==> config.mk <==
export PLATFORM = sky130hd
export DESIGN_NAME = spi_timed_master
export DESIGN_NICKNAME = d
export VERILOG_FILES = /design/src/rtl/spi_tm_pkg.sv /design/src/rtl/spi_tm_fifo.sv /design/src/rtl/spi_tm_ctrl.sv /design/src/rtl/spi_tm_datapath.sv /design/src/rtl/spi_timed_master.sv
export SDC_FILE = /design/constraint.sdc
export NUM_CORES = 1
export LEC_CHECK = 0
export ABC_AREA = 1
export BUFFER_PORTS_ARGS = -buffer_cell sky130_fd_sc_hd__buf_2
export CAP_MARGIN = 20
export CORE_UTILIZATION = 30
export CTS_BUF_LIST = sky130_fd_sc_hd__clkbuf_8
export CTS_CLUSTER_SIZE = 8
export DETAILED_ROUTE_END_ITERATION = 10
export GPL_TIMING_DRIVEN = 0
export PLACE_DENSITY_LB_ADDON = 0.2
export REMOVE_ABC_BUFFERS = 1
export SLEW_MARGIN = 20
export SYNTH_ARGS = -nofsm -noshare
export SYNTH_HDL_FRONTEND = slang
export SYNTH_SLANG_ARGS = --single-unit
export TNS_END_PERCENT = 20
==> constraint.sdc <==
create_clock -name clk -period 2.8 [get_ports clk]
set_input_delay 0.84 -clock clk [delete_from_list [all_inputs] [get_ports clk]]
set_output_delay 0.84 -clock clk [all_outputs]
set_load 0.1 [all_outputs]
==> src/rtl/spi_tm_pkg.sv <==
package spi_tm_pkg;

  typedef enum logic [2:0] {
    PH_IDLE,
    PH_LEAD,
    PH_LOW,
    PH_HIGH,
    PH_GAP,
    PH_TRAIL,
    PH_REST
  } phase_e;

  // Strobes from the sequencer to the datapath, each valid for one clock
  typedef struct packed {
    logic loadTx;    // pop transmit queue head into the output shifter
    logic sampleIn;  // capture sdi at a rising SCK edge
    logic shiftOut;  // advance the output shifter at a falling SCK edge
    logic pushRx;    // frame complete, store the captured byte
  } strobe_t;

endpackage

==> src/rtl/spi_tm_fifo.sv <==
module spi_tm_fifo #(
  parameter int WIDTH = 8,
  parameter int DEPTH = 4
) (
  input  logic             clk,
  input  logic             rstN,
  input  logic             push,
  input  logic             pop,
  input  logic [WIDTH-1:0] wrData,
  output logic [WIDTH-1:0] rdData,
  output logic             full,
  output logic             empty
);
  localparam int PTR_W = (DEPTH > 1) ? $clog2(DEPTH) : 1;
  localparam int CNT_W = $clog2(DEPTH + 1);
  localparam logic [PTR_W-1:0] LAST_PTR = PTR_W'(DEPTH - 1);

  logic [WIDTH-1:0] mem [DEPTH];
  logic [PTR_W-1:0] wrPtr, rdPtr;
  logic [CNT_W-1:0] count;

  always_ff @(posedge clk) begin
    if (push) mem[wrPtr] <= wrData;
  end

  always_ff @(posedge clk or negedge rstN) begin
    if (!rstN) begin
      wrPtr <= '0;
      rdPtr <= '0;
      count <= '0;
    end else begin
      if (push) wrPtr <= (wrPtr == LAST_PTR) ? '0 : wrPtr + 1'b1;
      if (pop)  rdPtr <= (rdPtr == LAST_PTR) ? '0 : rdPtr + 1'b1;
      case ({push, pop})
        2'b10:   count <= count + 1'b1;
        2'b01:   count <= count - 1'b1;
        default: count <= count;
      endcase
    end
  end

  assign rdData = mem[rdPtr];
  assign full   = (count == CNT_W'(DEPTH));
  assign empty  = (count == '0);

endmodule

==> src/rtl/spi_tm_ctrl.sv <==
module spi_tm_ctrl
  import spi_tm_pkg::*;
#(
  parameter int DATA_W = 8,
  parameter int DLY_W  = 8
) (
  input  logic             clk,
  input  logic             rstN,
  input  logic             enable,
  input  logic             tickEn,
  input  logic             txEmpty,
  input  logic [DLY_W-1:0] csToClk,
  input  logic [DLY_W-1:0] clkToCs,
  input  logic [DLY_W-1:0] frameGap,
  input  logic [DLY_W-1:0] csRest,
  input  logic [DLY_W-1:0] sckLow,
  input  logic [DLY_W-1:0] sckHigh,
  output strobe_t          strb,
  output logic             active,
  output logic             sck,
  output logic             csN
);
  localparam int CNT_W = DLY_W + 2;
  localparam int BIT_W = (DATA_W > 1) ? $clog2(DATA_W) : 1;
  localparam logic [BIT_W-1:0] LAST_BIT = BIT_W'(DATA_W - 1);
  localparam logic [CNT_W-1:0] REST_EXTRA = CNT_W'(3);

  phase_e           phase;
  logic [CNT_W-1:0] remain;
  logic [BIT_W-1:0] bitIdx;
  logic             step, expire, lastBit;

  assign step    = enable && tickEn;
  assign expire  = step && (remain == '0);
  assign lastBit = (bitIdx == LAST_BIT);

  always_ff @(posedge clk or negedge rstN) begin
    if (!rstN) begin
      phase  <= PH_IDLE;
      remain <= '0;
      bitIdx <= '0;
    end else if (!enable) begin
      phase  <= PH_IDLE;
      remain <= '0;
      bitIdx <= '0;
    end else if (tickEn) begin
      if (phase != PH_IDLE && remain != '0) begin
        remain <= remain - 1'b1;
      end else begin
        case (phase)
          PH_IDLE: if (!txEmpty) begin
            phase  <= PH_LEAD;
            remain <= CNT_W'(csToClk);
            bitIdx <= '0;
          end
          PH_LEAD: begin
            phase  <= PH_LOW;
            remain <= CNT_W'(sckLow);
          end
          PH_LOW: begin
            phase  <= PH_HIGH;
            remain <= CNT_W'(sckHigh);
          end
          PH_HIGH: begin
            if (lastBit) begin
              bitIdx <= '0;
              if (!txEmpty) begin
                phase  <= PH_GAP;
                remain <= CNT_W'(frameGap);
              end else begin
                phase  <= PH_TRAIL;
                remain <= CNT_W'(clkToCs);
              end
            end else begin
              bitIdx <= bitIdx + 1'b1;
              phase  <= PH_LOW;
              remain <= CNT_W'(sckLow);
            end
          end
          PH_GAP: begin
            phase  <= PH_LOW;
            remain <= CNT_W'(sckLow);
          end
          PH_TRAIL: begin
            phase  <= PH_REST;
            remain <= CNT_W'(csRest) + REST_EXTRA;
          end
          PH_REST: phase <= PH_IDLE;
          default: phase <= PH_IDLE;
        endcase
      end
    end
  end

  always_comb begin
    strb          = '0;
    strb.loadTx   = step && ((phase == PH_IDLE && !txEmpty) ||
                             (phase == PH_GAP && remain == '0));
    strb.sampleIn = expire && (phase == PH_LOW);
    strb.shiftOut = expire && (phase == PH_HIGH) && !lastBit;
    strb.pushRx   = expire && (phase == PH_HIGH) && lastBit;
  end

  assign active = (phase != PH_IDLE);
  assign sck    = (phase == PH_HIGH);
  assign csN    = (phase == PH_IDLE) || (phase == PH_REST);

endmodule

==> src/rtl/spi_tm_datapath.sv <==
module spi_tm_datapath
  import spi_tm_pkg::*;
#(
  parameter int DATA_W     = 8,
  parameter int FIFO_DEPTH = 4
) (
  input  logic              clk,
  input  logic              rstN,
  input  logic              enable,
  input  strobe_t           strb,
  input  logic              txWrite,
  input  logic [DATA_W-1:0] txData,
  input  logic              rxRead,
  input  logic              sdi,
  output logic [DATA_W-1:0] rxData,
  output logic              txFull,
  output logic              txEmpty,
  output logic              rxEmpty,
  output logic              rxOverflow,
  output logic              sdo
);
  logic [DATA_W-1:0] txHead, outShift, inShift;
  logic              rxFull, txPush, rxPop, rxPush;

  assign txPush = enable && txWrite && !txFull;
  assign rxPop  = enable && rxRead && !rxEmpty;
  assign rxPush = strb.pushRx && !rxFull;

  spi_tm_fifo #(.WIDTH(DATA_W), .DEPTH(FIFO_DEPTH)) u_txq (
    .clk(clk), .rstN(rstN),
    .push(txPush), .pop(strb.loadTx),
    .wrData(txData), .rdData(txHead),
    .full(txFull), .empty(txEmpty)
  );

  spi_tm_fifo #(.WIDTH(DATA_W), .DEPTH(FIFO_DEPTH)) u_rxq (
    .clk(clk), .rstN(rstN),
    .push(rxPush), .pop(rxPop),
    .wrData(inShift), .rdData(rxData),
    .full(rxFull), .empty(rxEmpty)
  );

  always_ff @(posedge clk or negedge rstN) begin
    if (!rstN) begin
      outShift   <= '0;
      inShift    <= '0;
      rxOverflow <= 1'b0;
    end else begin
      if (strb.loadTx)        outShift <= txHead;
      else if (strb.shiftOut) outShift <= {outShift[DATA_W-2:0], 1'b0};
      if (strb.sampleIn)      inShift  <= {inShift[DATA_W-2:0], sdi};
      if (!enable)                         rxOverflow <= 1'b0;
      else if (strb.pushRx && rxFull)      rxOverflow <= 1'b1;
    end
  end

  assign sdo = outShift[DATA_W-1];

endmodule

==> src/rtl/spi_timed_master.sv <==
module spi_timed_master
  import spi_tm_pkg::*;
#(
  parameter int DATA_W     = 8,
  parameter int FIFO_DEPTH = 4,
  parameter int DLY_W      = 8
) (
  input  logic              clk,
  input  logic              rstN,
  input  logic              enable,
  input  logic              tickEn,
  input  logic [DLY_W-1:0]  csToClk,
  input  logic [DLY_W-1:0]  clkToCs,
  input  logic [DLY_W-1:0]  frameGap,
  input  logic [DLY_W-1:0]  csRest,
  input  logic [DLY_W-1:0]  sckLow,
  input  logic [DLY_W-1:0]  sckHigh,
  input  logic              txWrite,
  input  logic [DATA_W-1:0] txData,
  input  logic              rxRead,
  output logic [DATA_W-1:0] rxData,
  output logic              txFull,
  output logic              rxEmpty,
  output logic              busy,
  output logic              rxOverflow,
  output logic              sck,
  output logic              csN,
  output logic              sdo,
  input  logic              sdi
);
  strobe_t strb;
  logic    txEmpty, active;

  spi_tm_ctrl #(.DATA_W(DATA_W), .DLY_W(DLY_W)) u_ctrl (
    .clk(clk), .rstN(rstN), .enable(enable), .tickEn(tickEn),
    .txEmpty(txEmpty),
    .csToClk(csToClk), .clkToCs(clkToCs), .frameGap(frameGap),
    .csRest(csRest), .sckLow(sckLow), .sckHigh(sckHigh),
    .strb(strb), .active(active), .sck(sck), .csN(csN)
  );

  spi_tm_datapath #(.DATA_W(DATA_W), .FIFO_DEPTH(FIFO_DEPTH)) u_dp (
    .clk(clk), .rstN(rstN), .enable(enable), .strb(strb),
    .txWrite(txWrite), .txData(txData), .rxRead(rxRead), .sdi(sdi),
    .rxData(rxData), .txFull(txFull), .txEmpty(txEmpty),
    .rxEmpty(rxEmpty), .rxOverflow(rxOverflow), .sdo(sdo)
  );

  assign busy = active || !txEmpty;

endmodule

==> flow_summary_export.csv, run 1 <==
group,metric,value,unit
finish,area_growth,16.05,%
synth,avgSynthCellArea,8.867,sq um
finish,post-route-util,0.3574,
floorplan,design.portCount,78,
timing,min_period,2704,ps
synth,synth_xor_area_frac,0.006041,
finish,antennaDiodeCount,0,
global_routing,use_met2,0.2556,
run,maxCapViolCount,0,
power_and_ir_drop,leakage,3.029,nW
routing,wl_per_cell,14.33,um
placed_design,dp_hpwl,10090,um
timing,setup_violations,0,
finish,nNetsFinal,814,
cts,cts-buffers-inserted,9,
timing,tightest_slew,845.5,ps
synth,synth-edff-count,64,
synth,synth-seq-cells,111,
finish,final_common_cell,"nand2_1",
cts,cts_hold_buf,0,
routing,vias_per_cell,4.482,
synth,ys.warnings.count,0,
placed_design,io_buffer_count,77,
placed_design,gp_congestion,0.7997,
finish,stdcell_count,998,
cts,cts-root-buf,"clkbuf_8",
synth,synth_cell_types,40,
synth,synth_top_family_by_area,"simple AND/OR/NAND/NOR gates",
cts,clk_latency,400,ps
critical_path,critPathKind,"input pin to flip-flop",
synth,netlist_area,5799,sq um
floorplan,die_h,141.0,um
synth,synth.area.mux_share,0,
timing,rsz0062_at_grt,"yes",
cts,tritoncts,"yes",
critical_path,path_max_fanout,12,
timing,finClkSkew,14.88,ps
finish,layout_common_cells,"nand2_1, nor2_1, inv_1, buf_2, edfxtp_1",
timing,hold_violations,0,
floorplan,coreArea,18830,sq um
routing,wl,14300,um
global_routing,met1_usage,0.1972,
floorplan,start_util,0.3080,
synth,synth-simple-area-share,0.2479,
global_routing,grt_pass1_wl,22730,um
synth,synth_compound_area_frac,0.1027,
worst_hold_path,holdCritPathClass,"input pin to asynchronous set/reset pin",
routing,first_pass_iters,5,
cts,ctsHtreeMaxLevel,3,
timing,slew_headroom,0.4343,
cts,clkTransAtPathRegs,120,ps
cts,clock-sinks,111,
placed_design,dp.cells,976,
cts,clk_path_buf_depth,2,
synth,synth_seq_area_share,0.5342,
global_routing,globalRouteMet3Util,0.02989,
global_routing,antenna_found_initial,0,
floorplan,rows,50,
global_routing,grt_max_degree,48,
floorplan,dieArea,19890,sq um
power_and_ir_drop,powerDensity,962.1,nW/um^2
routing,vias,4473,
critical_path,cp-end-kind,"flip-flop",
global_routing,grt_pass1_vias,4209,
synth,synthAdderAreaFrac,0.04142,
global_routing,grt_usage,0.1508,
timing,drv_slew,0,
global_routing,busiest_layer,"met2",
critical_path,critPathLaunchType,"input pin",
synth,synthFlopType,"edfxtp_1",
critical_path,arrival,2990,ps
critical_path,cp.required,3090,ps
routing,drt_iter0_markers,239,
outcome,status,"finished, final reports clean",
synth,syn_inst,654,
timing,max_freq,0.3699,GHz
routing,postRouteAntennaNets,0,
synth,ys_async_sr_fraction,0.4234,
timing,finalSetupTns,0,ps
floorplan,die_w,141.0,um
global_routing,grt.overflow.total,0,
routing,drc,0,
timing,whs,436.3,ps
power_and_ir_drop,ir_drop,0.4182,mV
finish,layout-drive-gt1-share,0.1924,
timing,period_share,0.9656,
[logic make-up after synthesis]
kind of cell             Yosys count
flip-flops                       111
adder cells (fa/ha/maj)           18
AND/OR/NAND/NOR                  319
buffers and inverters             95
AO/OA/AOI/OAI                    107
XOR/XNOR                           4
[stage by stage]
stage | setup WS (ps) | area, sq um | power [mW]
2_1_floorplan | -1046 | 5707 | 4.666
3_3_place_gp | -534.8 | 6417 | 5.390
3_5_place_dp | -600.2 | 6420 | 5.411
4_1_cts | -22.82 | 6673 | 6.505
5_1_grt | -72.73 | 6730 | 6.983
6_report | 96.33 | 6730 | 6.475
[synth_stat cells, types with 7 or more instances]
| cell | number | area, sq um |
|---|---|---|
| nand3_1 | 47 | 235.2 |
| dfrtp_1 | 47 | 1176 |
| a21oi_1 | 20 | 100.1 |
| ha_1 | 16 | 200.2 |
| o21ai_0 | 54 | 270.3 |
| edfxtp_1 | 64 | 1922 |
| nand2_1 | 149 | 559.3 |
| nor2_1 | 83 | 311.6 |
| inv_1 | 74 | 277.8 |
| o22ai_1 | 17 | 106.4 |
| nand4_1 | 7 | 43.79 |
| clkbuf_1 | 7 | 26.28 |
[layer usage]
layer  vias up  share of wire
li1       2326              -
met1      2051           0.47
met2        89           0.49
met3         7          0.036
met4         0         0.0099
met5         -              0
[worst max-delay path, cell delays in order]
cell     delay (ps)
buf_2           280
nand2_1         210
inv_1           120
nand4_1         160
o21ai_4         310
ha_1            200
inv_1            70
fa_1            380
a21oi_1         150
o21ai_0         110
xor2_1          150
[where the power goes]
| group | internal, mW | leakage [nW] | switching [mW] | total [mW] |
|---|---|---|---|---|
| combinational | 0.869 | 1.73 | 2.27 | 3.14 |
| clock | 0.360 | 0.104 | 0.634 | 0.994 |
| sequential | 2.01 | 1.19 | 0.332 | 2.34 |
[sequential cells by signal, indices dropped and copies added, names as in the netlist, 2 cells and up]
name	count
u_dp.u_rxq.wrPtr	2
u_dp.u_txq.wrPtr	2
u_ctrl.bitIdx	3
u_dp.u_rxq.count	3
u_dp.inShift	8
u_dp.outShift	8
u_dp.u_rxq.mem	32
u_dp.u_rxq.rdPtr	2
u_ctrl.phase	3
u_dp.u_txq.rdPtr	2
u_ctrl.remain	10
u_dp.u_txq.count	3
u_dp.u_txq.mem	32
[final cells by class]
class / count / area, sq um
fill: 1964 / 12100
timing repair inverter: 1 / 7.507
multi-input combinational: 448 / 2336
inverter: 80 / 304.0
sequential: 111 / 3102
tap: 260 / 325.3
timing repair buffer: 82 / 450.4
clock inverter: 7 / 81.33
clock buffer: 9 / 123.9
[final timing paths]
path | startpoint | end | slack, ps | cells after the start
hold reg to reg | u_dp.outShift[7] | u_dp.outShift[7] | 490 | 2
setup reg to reg | u_ctrl.remain[0] | u_dp.u_txq.count[2] | 130 | 12
min in group clk | u_dp.outShift[7] | u_dp.outShift[7] | 490 | 2
max in group asynchronous | rstN | u_dp.u_rxq.rdPtr[0] | 1860 | 1
setup / recovery | enable | u_dp.u_txq.count[2] | 100 | 11
hold / removal | rstN | u_ctrl.remain[2] | 440 | 1
[timing repair]
item,CTS,global route
cloned,1,0
resized for setup,16,8
endpoints found under the setup margin,11,44
buffers inserted,0,5
pin swaps,0,2
Power figures use the tool's default switching activity.
==> run 2, diff against run 1 <==
ABC_AREA = not set   (was 1)
RECOVER_POWER = 100   (was not set)
==> run 2 against run 1 <==
  * The run now ends with design-rule violations left
  * Sequential power increased by 6%
  * Hold slack improved by 73 ps
  * Final cell count decreased by 22%
  * Maximum frequency decreased by 1.3%
  * Critical path type is now flip-flop to flip-flop
  * Largest cell class unchanged
  * Highest routed layer unchanged
==> flow_summary_export.csv, run 2 <==
group,metric,value,unit
routing,first_pass_iters,7,
timing,min_period,2741,ps
synth,ys.warnings.count,0,
finish,reg_top3,"u_dp.u_rxq.mem (32), u_dp.u_txq.mem (32), u_ctrl.remain (10)",
critical_path,arrival,3050,ps
floorplan,dieArea,19340,sq um
critical_path,cp.required,3110,ps
routing,drc,1,
global_routing,grt_pass1_vias,4067,
floorplan,die_h,139.1,um
finish,final_common_cell,"edfxtp_1",
placed_design,dp_slack,-934.6,ps
synth,ys_async_sr_fraction,0.4234,
synth,netlist.area_leader.share,0.3410,
worst_hold_path,holdCritPathClass,"flip-flop to flip-flop",
routing,drt_iter0_markers,282,
cts,clkTransAtPathRegs,120,ps
finish,layout-drive-gt1-share,0.2624,
cts,cts-buffers-inserted,9,
placed_design,dp.cells,745,
synth,synthFlopType,"edfxtp_1",
run,maxCapViolCount,0,
finish,layout_common_cells,"edfxtp_1, buf_2, dfrtp_1, o21ai_0",
synth,synth_seq_area_share,0.5497,
timing,setup_violations,0,
critical_path,path_max_fanout,5,
outcome,status,"complete, but fails checks",
cts,clk_latency,390,ps
routing,vias_per_cell,5.143,
timing,drv_slew,0,
floorplan,rows,49,
placed_design,place_area,6220,sq um
critical_path,path_cells,"inv_2, ha_4, nor4b_4, nand3_4, a2111o_2, inv_2, ha_4, inv_1, fa_2, xor2_1, nor2_1, xor2_1",
finish,final_cell_area,6569,sq um
timing,max_freq,0.3649,GHz
routing,postRouteAntennaNets,0,
critical_path,slowest_stage,"a2111o_2",
finish,antennaDiodeCount,0,
floorplan,start_util,0.3095,
finish,post-route-util,0.3608,
synth,synth_area_leaders,"edfxtp_1, dfrtp_1, mux4_2",
critical_path,critPathLaunchType,"flip-flop",
critical_path,cp_slowest_stage_delay,530,ps
global_routing,antenna_found_initial,0,
floorplan,design.portCount,78,
cts,cts-root-buf,"clkbuf_8",
finish,nNetsFinal,621,
global_routing,grt_pass1_wl,21560,um
power_and_ir_drop,leakage,2.587,nW
routing,wl,13590,um
synth,synth-seq-cells,111,
global_routing,grt.overflow.total,0,
cts,clock-sinks,111,
floorplan,die_w,139.1,um
finish,area_growth,16.56,%
timing,finalSetupTns,0,ps
cts,tritoncts,"yes",
synth,syn_inst,459,
synth,synth_cell_types,68,
placed_design,dp_hpwl,9318,um
synth,synth-edff-count,64,
finish,stdcell_count,774,
cts,clk_path_buf_depth,2,
global_routing,grt_max_degree,48,
global_routing,grt_usage,0.1451,
synth,netlist_area,5635,sq um
timing,hold_violations,0,
routing,wl_per_cell,17.56,um
routing,vias,3981,
synth,avgSynthCellArea,12.28,sq um
timing,finClkSkew,19.18,ps
synth,synthTopCellsByCount,"edfxtp_1, dfrtp_1, o21ai_0",
power_and_ir_drop,powerDensity,919.1,nW/um^2
outcome,violations,"design-rule violations",
cts,ctsHtreeMaxLevel,3,
timing,tightest_slew,1290,ps
synth,yosysTopAreaCell,"edfxtp_1",
placed_design,io_buffer_count,77,
synth,synth_most_common_cell,"edfxtp_1",
timing,slew_headroom,0.1401,
timing,rsz0062_at_grt,"yes",
timing,worst_slack,59.36,ps
power_and_ir_drop,ir_drop,0.4115,mV
placed_design,gp_congestion,0.8408,
floorplan,coreArea,18210,sq um
critical_path,critPathKind,"flip-flop to flip-flop",
timing,period_share,0.9788,
critical_path,cp-end-kind,"flip-flop",
## run 2: cell count changes in the layout (fill, tap and decap cells not counted), sizes merged, moves of 16 or more
cell and delta:
o21ai -30, nor2 -64, mux4 +16, nand2 -127
inv -53, nand3 -43, clkbuf +22
## run 2: metal layers
layer | up-vias | global-route usage | part of all wire
met2 | 93 | 0.2547 | 0.52
met3 | 18 | 0.03177 | 0.046
met4 | 0 | 0.04795 | 0.018
met1 | 1973 | 0.1761 | 0.42
met5 | - | 0 | 0
li1 | 1897 | - | -
## run 2: critical path: cells and delay by family (launching register included)
kind | cells | cell delay, ps
fa+ha+maj | 3 | 610
xor+xnor | 2 | 300
compound gates | 1 | 530
simple gates | 3 | 560
flops | 1 | 430
buf+inv | 3 | 210
## run 2: timing repair
| item | CTS | global route |
|---|---|---|
| setup endpoints to repair | 48 | 9 |
| pin swaps | 4 | 4 |
| gates cloned | 1 | 0 |
| gates resized for setup | 18 | 12 |
| setup buffers | 2 | 10 |
| hold buffers | 0 | 0 |
## run 2: cells by family (layout without fill, tap and decap cells)
kind of cell,after synthesis,count (layout),share of synthesized area
mux,44,44,0.1166
flops,111,111,0.5497
compound gates,105,106,0.1210
simple gates,123,123,0.1190
buf+inv,47,132,0.03397
fa+ha+maj,18,18,0.04263
xor+xnor,11,11,0.01710
## run 2: where the power goes
group	switching (mW)	leakage, nW	internal [mW]
Clock	0.604	0.102	0.352
Combinational	1.61	1.35	0.991
Sequential	0.436	1.14	2.04
Total	2.65	2.59	3.39
## run 2: final timing paths
| check | slack (ps) | from | cells past startpoint | endpoint |
|---|---|---|---|---|
| min reg2reg | 510 | u_dp.u_rxq.count[0] | 1 | u_dp.u_rxq.count[0] |
| max in group asynchronous | 1160 | rstN | 1 | u_ctrl.phase[2] |
| min | 510 | u_dp.u_rxq.count[0] | 1 | u_dp.u_rxq.count[0] |
| max reg2reg | 60 | u_ctrl.remain[0] | 12 | u_dp.u_txq.count[2] |
| min in group asynchronous | 720 | rstN | 1 | u_dp.u_txq.count[1] |
| max | 60 | u_ctrl.remain[0] | 12 | u_dp.u_txq.count[2] |
## run 2: per-stage QoR
step	power, mW	hold WS (ps)
6_report	6.037	509.5
5_1_grt	6.448	537.1
4_1_cts	6.037	472.6
3_5_place_dp	4.935	477.4
3_3_place_gp	4.887	478.3
2_1_floorplan	4.284	457.0
## run 2: final cells by class
cell class | count | area (sq um)
well taps | 229 | 286.5
clock inverters | 7 | 75.07
fillers | 1803 | 11640
clock buffers | 9 | 123.9
flip-flops and latches | 111 | 3108
multi-input cells | 302 | 2422
repair buffers | 89 | 451.7
inverters | 27 | 101.3
